`src/rtl/cipher_pkg.sv`:
```
// Shared definitions for the serial XOR-rotate cipher.
// Assumes: nothing beyond IEEE 1800-2017 packages.
package cipher_pkg;

    // Selects the direction of the transform applied to each byte.
    typedef enum logic {
        MODE_ENC = 1'b0,
        MODE_DEC = 1'b1
    } cipher_mode_e;

endpackage

```
`src/rtl/bit_gather.sv`:
```
// Serial-to-parallel collector.
// Shifts qualified input bits in MSB first and counts them. On the edge
// that takes the last bit of a word it presents the completed word and a
// one-cycle transfer strobe.
// Assumes: W is at least 2.
module bit_gather #(
    parameter int W = 8
) (
    input  logic         clk,
    input  logic         rst_n,
    input  logic         bit_in,
    input  logic         bit_vld,
    output logic [W-1:0] word_o,
    output logic         word_stb
);
    localparam int CW = (W > 1) ? $clog2(W) : 1;

    logic [W-2:0]  shreg_q;
    logic [CW-1:0] cnt_q;
    logic          last_bit;

    assign last_bit = (cnt_q == CW'(W - 1));
    assign word_stb = bit_vld && last_bit;
    assign word_o   = {shreg_q, bit_in};

    // Shift in each qualified bit and advance the bit count, wrapping at W.
    always_ff @(posedge clk) begin
        if (!rst_n) begin
            shreg_q <= '0;
            cnt_q   <= '0;
        end else if (bit_vld) begin
            shreg_q <= {shreg_q[W-3:0], bit_in};
            cnt_q   <= last_bit ? '0 : cnt_q + CW'(1);
        end
    end

    // an unqualified cycle leaves the collector untouched
    a_r1_idle_no_shift: assert property (@(posedge clk) disable iff (!rst_n)
        !bit_vld |=> ($stable(cnt_q) && $stable(shreg_q)));

    // after a completed word the count starts again from zero
    a_r2_count_wraps: assert property (@(posedge clk) disable iff (!rst_n)
        word_stb |=> (cnt_q == '0));

    // reset clears the count
    a_r8_gather_reset: assert property (@(posedge clk)
        !rst_n |=> (cnt_q == '0 && shreg_q == '0));

endmodule

```
`src/rtl/byte_mixer.sv`:
```
// Combinational byte transform: XOR with an effective key, then rotate left.
// Encrypt: effective key = key, rotation = ROT.
// Decrypt: effective key = key rotated left by ROT, rotation = W-ROT,
// which inverts the encrypt transform.
// Assumes: 0 < ROT < W.
module byte_mixer
    import cipher_pkg::*;
#(
    parameter int           W    = 8,
    parameter int           ROT  = 4,
    parameter cipher_mode_e MODE = MODE_ENC
) (
    input  logic [W-1:0] data_i,
    input  logic [W-1:0] key_i,
    output logic [W-1:0] data_o
);
    localparam int ROT_DEC = W - ROT;

    // Rotate x left by n positions (0 <= n < W).
    function automatic logic [W-1:0] rotl(input logic [W-1:0] x, input int n);
        logic [2*W-1:0] dbl;
        dbl = {x, x};
        return dbl[2*W-1-n -: W];
    endfunction

    logic [W-1:0] key_eff;
    logic [W-1:0] mixed;

    generate
        if (MODE == MODE_DEC) begin : g_dec
            // Decrypt: pre-rotate the key and rotate the data back.
            always_comb begin
                key_eff = rotl(key_i, ROT);
                mixed   = data_i ^ key_eff;
                data_o  = rotl(mixed, ROT_DEC);
            end
        end else begin : g_enc
            // Encrypt: plain key, forward rotation.
            always_comb begin
                key_eff = key_i;
                mixed   = data_i ^ key_eff;
                data_o  = rotl(mixed, ROT);
            end
        end
    endgenerate

endmodule

```
`src/rtl/bit_emitter.sv`:
```
// Holding register plus parallel-to-serial shifter.
// A word strobe loads the holding register. On the next edge the shifter
// loads it and then sends W bits MSB first, one per cycle, with valid high.
// Assumes: strobes arrive no more often than once every W cycles.
module bit_emitter #(
    parameter int W = 8
) (
    input  logic         clk,
    input  logic         rst_n,
    input  logic         load_stb,
    input  logic [W-1:0] word_i,
    output logic         bit_out,
    output logic         bit_vld
);
    localparam int LW = $clog2(W + 1);

    logic [W-1:0]  hold_q;
    logic          xfer_q;
    logic [W-1:0]  piso_q;
    logic [LW-1:0] left_q;

    // Capture the transformed word into the holding register.
    always_ff @(posedge clk) begin
        if (!rst_n) begin
            hold_q <= '0;
            xfer_q <= 1'b0;
        end else begin
            xfer_q <= load_stb;
            if (load_stb) begin
                hold_q <= word_i;
            end
        end
    end

    // Load the shifter from the holding register, else shift one bit out.
    always_ff @(posedge clk) begin
        if (!rst_n) begin
            piso_q <= '0;
            left_q <= '0;
        end else if (xfer_q) begin
            piso_q <= hold_q;
            left_q <= LW'(W);
        end else if (left_q != '0) begin
            piso_q <= {piso_q[W-2:0], 1'b0};
            left_q <= left_q - LW'(1);
        end
    end

    assign bit_vld = (left_q != '0);
    assign bit_out = piso_q[W-1] & bit_vld;

    // the first bit after a transfer is the held word's MSB
    a_r5_msb_first: assert property (@(posedge clk) disable iff (!rst_n)
        xfer_q |=> (bit_out == $past(hold_q[W-1]) && bit_vld));

    // output valid only ever starts right after a transfer
    a_r5_valid_from_xfer: assert property (@(posedge clk) disable iff (!rst_n)
        $rose(bit_vld) |-> $past(xfer_q));

    // a new word never cuts the previous one short
    a_r6_no_overrun: assert property (@(posedge clk) disable iff (!rst_n)
        xfer_q |-> (left_q <= LW'(1)));

    // reset clears output valid
    a_r8_emit_reset: assert property (@(posedge clk)
        !rst_n |=> !bit_vld);

endmodule

```
`src/rtl/nibswap_cipher.sv`:
```
// Serial XOR-rotate cipher, top level.
// Collects qualified serial bits into a byte, transforms it with the key
// (encrypt or decrypt, chosen by MODE), holds it and shifts it out MSB first.
// Assumes: key is static during operation; a single clock drives all stages.
module nibswap_cipher
    import cipher_pkg::*;
#(
    parameter int           W    = 8,
    parameter int           ROT  = 4,
    parameter cipher_mode_e MODE = MODE_ENC
) (
    input  logic         clk,
    input  logic         rst_n,
    input  logic         ser_in,
    input  logic         ser_in_vld,
    input  logic [W-1:0] key,
    output logic         ser_out,
    output logic         ser_out_vld
);
    logic [W-1:0] gathered;
    logic         gather_stb;
    logic [W-1:0] mixed;

    bit_gather #(.W(W)) u_gather (
        .clk      (clk),
        .rst_n    (rst_n),
        .bit_in   (ser_in),
        .bit_vld  (ser_in_vld),
        .word_o   (gathered),
        .word_stb (gather_stb)
    );

    byte_mixer #(.W(W), .ROT(ROT), .MODE(MODE)) u_mixer (
        .data_i (gathered),
        .key_i  (key),
        .data_o (mixed)
    );

    bit_emitter #(.W(W)) u_emit (
        .clk      (clk),
        .rst_n    (rst_n),
        .load_stb (gather_stb),
        .word_i   (mixed),
        .bit_out  (ser_out),
        .bit_vld  (ser_out_vld)
    );

    // Independent left rotation used only by the inverse check below.
    function automatic logic [W-1:0] chk_rotl(input logic [W-1:0] x, input int n);
        logic [W-1:0] r;
        for (int i = 0; i < W; i++) begin
            r[(i + n) % W] = x[i];
        end
        return r;
    endfunction

    generate
        if (MODE == MODE_DEC) begin : g_chk_dec
            // undoing the decrypt transform gives back the gathered byte
            a_r4_inverse: assert property (@(posedge clk) disable iff (!rst_n)
                gather_stb |-> (chk_rotl(mixed ^ key, ROT) == gathered));
        end else begin : g_chk_enc
            // undoing the encrypt transform gives back the gathered byte
            a_r3_inverse: assert property (@(posedge clk) disable iff (!rst_n)
                gather_stb |-> ((chk_rotl(mixed, W - ROT) ^ key) == gathered));
        end
    endgenerate

endmodule

```
`config.mk`:
```
export PLATFORM = sky130hd
export DESIGN_NAME = nibswap_cipher
export DESIGN_NICKNAME = d
export VERILOG_FILES = /design/src/rtl/cipher_pkg.sv /design/src/rtl/bit_gather.sv /design/src/rtl/byte_mixer.sv /design/src/rtl/bit_emitter.sv /design/src/rtl/nibswap_cipher.sv
export SDC_FILE = /design/constraint.sdc
export NUM_CORES = 1
export LEC_CHECK = 0
export ABC_AREA = 1
export BUFFER_PORTS_ARGS = -buffer_cell sky130_fd_sc_hd__buf_2
export CAP_MARGIN = 20
export CORE_MARGIN = 2
export CORE_UTILIZATION = 35
export DETAILED_ROUTE_END_ITERATION = 8
export PLACE_DENSITY = 0.6
export SLEW_MARGIN = 30
export SYNTH_ARGS = -nofsm -noshare
export SYNTH_HDL_FRONTEND = slang
export SYNTH_SLANG_ARGS = --single-unit
```
`constraint.sdc`:
```
create_clock -name clk -period 2.7 [get_ports clk]
set_input_delay 0.675 -clock clk [delete_from_list [all_inputs] [get_ports clk]]
set_output_delay 0.675 -clock clk [all_outputs]
set_load 0.01 [all_outputs]
```
==> impl_metrics.json <==
{
  "status": "complete, no violations",
  "grt_pass1_vias": 1008,
  "insertedDiodeCount": 0,
  "setup_slack_ns": 0.5850,
  "final-seq-area_um2": 620.6,
  "fin_util_pct": 41.62,
  "io_pins": 14,
  "p_sw_uw": 484.0,
  "power.density_mw_per_mm2": 923.1,
  "cts.clk_slew.worst_paths_ns": 0.06,
  "hold_viol_final": 0,
  "final_area_mm2": 0.001535,
  "drcViolationCount": 0,
  "wl_per_cell_um": 10.14,
  "grt_max_degree": 22,
  "swShare_pct": 34.15,
  "final_common_cell": "nand2_1",
  "max_slew_margin_pct": 75.58,
  "io_buffers": 13,
  "grt_usage_pct": 13.03,
  "dr.pass1.iters": 4,
  "layout_common_cells": "nand2_1 (37), nor2_1 (32), dfxtp_1 (31), o21ai_0 (18), a21oi_1 (15)",
  "setup_violations": 0,
  "ys_ff_latch": 31,
  "tightest_slew_ns": 0.3659,
  "cts_resized": 0,
  "syn_inst": 179,
  "holdWs_ns": 0.4662,
  "multi_input_area_um2": 640.6,
  "max_stage_delay_ns": 0.31,
  "arrival_ns": 1.44,
  "hold_buffers": 0,
  "dieArea_mm2": 0.004367,
  "synth-simple-area-share_pct": 25.14,
  "cts_root_buf": "clkbuf_8",
  "synth_top_family_by_area": "simple AND/OR/NAND/NOR gates",
  "required_ns": 2.03,
  "gp_congestion": 0.7048,
  "final.period_utilization_pct": 78.33,
  "cp_top_family": "simple AND/OR/NAND/NOR gates",
  "hold_path_class": "reg -> reg",
  "comb_power_share_pct": 31.7,
  "core_area_mm2": 0.003689,
  "die_h_um": 66.08,
  "clk_latency_ns": 0.28,
  "hpwl_mm": 1.700,
  "timing.fmax_mhz": 472.8,
  "antenna_found_initial": 0,
  "via_count": 1068,
  "crit_type": "reg -> out",
  "pre_cts_ws_ns": 0.8784,
  "htree_levels": 2,
  "antenna_left": 0,
  "critPathSlowestCell": "dfxtp_1",
  "end_kind": "primary output",
  "fillers": 405,
  "initial_core_util_pct": 36.57,
  "wirelength_mm": 2.443,
  "die_x_um": 66.08,
  "muxShareOfSynthArea_pct": 0,
  "synth_fp_nets": 195,
  "cts_tree": "yes",
  "avgSynthCellArea_um2": 7.535,
  "synth_xor_area_share_pct": 5.844,
  "rsz0062_at_grt": "no",
  "placed_cell_area_mm2": 0.001435,
  "cts.sinks": 31,
  "clk_path_buf_depth": 2,
  "rows": 22,
  "drive_gt1_share_pct": 13.47,
  "crit_buf_inv": 2,
  "via_per_inst": 4.432,
  "crit_chain": "inv_1 -> ha_1 -> nand2_1 -> nor2_4 -> nor2_1 -> buf_2",
  "synth-compound-area-share_pct": 12.80,
  "fin_cells": 241,
  "cp_max_fo": 9,
  "area_growth_pct": 13.82,
  "cts_buffers": 5,
  "dp_cells": 233,
  "ys_seq_area_share_pct": 46.01,
  "p_int_uw": 933.2,
  "cp-start-kind": "flop",
  "vdd_drop_max_uv": 281.7,
  "final.setup.tns_ns": 0,
  "maxCapViolations": 0,
  "synth-adder-area-share_pct": 3.711,
  "syn-cell-area_mm2": 0.001349,
  "fin_skew_ns": 0.004611,
  "p_clk_share_pct": 27.9,
  "min_period_ns": 2.115,
  "finalPower_mw": 1.417,
  "yosysUniqueCellTypes": 20,
  "nets": 208,
  "post_cts_buffers": 0,
  "overflow": 0,
  "drt-initial-drc-count": 43,
  "maxSlewViolCount": 0,
  "yosys_warnings": 0,
  "p_leak_nw": 0.6742,
  "grt_pass1_wl_mm": 4.264,
  "pwr-share-seq_pct": 40.4
}
==> kinds of logic (layout without fill, tap and decap cells) <==
group,after synthesis,count (layout)
flip-flops,31,31
AND/OR/NAND/NOR,81,81
adder cells (fa/ha/maj),4,4
AO/OA/AOI/OAI,34,34
buffers and inverters,20,34
XOR/XNOR,9,9
==> routing by layer <==
metal / wire length, um / part of all wire [%] / up-vias / track usage, %
li1: - / - / 596 / -
met1: 1288 / 53 / 448 / 16.44
met2: 1001 / 41 / 16 / 19.00
met3: 93 / 3.8 / 8 / 4.600
met4: 59 / 2.4 / 0 / 7.653
met5: 0 / 0 / - / 0
==> final timing paths <==
path,startpoint,to,slack [ns],depth (start not counted)
max,u_emit.left_q[0]$_SDFFE_PP0P_,ser_out,0.59,6
min,u_emit.hold_q[0]$_SDFFE_PN0P_,u_emit.piso_q[0]$_SDFFE_PN0P_,0.47,2
max reg2reg,u_emit.xfer_q$_SDFF_PN0_,u_emit.piso_q[7]$_SDFFE_PN0P_,1.33,4
min reg2reg,u_emit.hold_q[0]$_SDFFE_PN0P_,u_emit.piso_q[0]$_SDFFE_PN0P_,0.47,2
==> Yosys cell counts <==
| master | instances | area, um^2 |
|---|---|---|
| a21oi_1 | 15 | 75.07 |
| buf_1 | 1 | 3.750 |
| buf_2 | 4 | 20.02 |
| buf_4 | 2 | 15.01 |
| clkinv_1 | 1 | 3.750 |
| dfxtp_1 | 31 | 620.6 |
| ha_1 | 4 | 50.05 |
| inv_1 | 10 | 37.54 |
| inv_2 | 2 | 7.510 |
| nand2_1 | 37 | 138.9 |
| nand3_1 | 6 | 30.03 |
| nand3_2 | 1 | 10.01 |
| nor2_1 | 32 | 120.1 |
| nor2_2 | 1 | 6.260 |
| nor2_4 | 1 | 11.26 |
| nor3_1 | 2 | 10.01 |
| nor3b_2 | 1 | 12.51 |
| o21a_1 | 1 | 7.510 |
| o21ai_0 | 18 | 90.09 |
| xnor2_1 | 9 | 78.83 |
==> worst register-to-register path, cell delays in order, from the launching register on <==
cell and delay, ns:
dfxtp_1 0.41, inv_1 0.33, nand3_2 0.27, o21ai_0 0.21
nor2_1 0.05
==> registers in the layout, indices dropped and copies added (netlist names) <==
register,count
u_emit.hold_q,8
u_emit.left_q,4
u_emit.xfer_q,1
u_emit.piso_q,8
u_gather.shreg_q,7
u_gather.cnt_q,3
==> power by group through the flow <==
stage               sequential (mW)  combinational, mW  clock [mW]
finish                        0.572              0.449       0.396
global route                  0.580              0.528       0.428
CTS                           0.573              0.457       0.414
detailed placement            0.583              0.455           0
global placement              0.581              0.457           0
floorplan                     0.572              0.359           0
==> cell type report <==
type                    instances  area share [%]
clock buffers                   8           6.520
inverters                      13           3.178
multi-input cells             128           41.73
flip-flops and latches         31           40.42
well taps                      48           3.912
repair buffers                 13           4.238
Note: power is estimated with default switching activity, not from simulation.
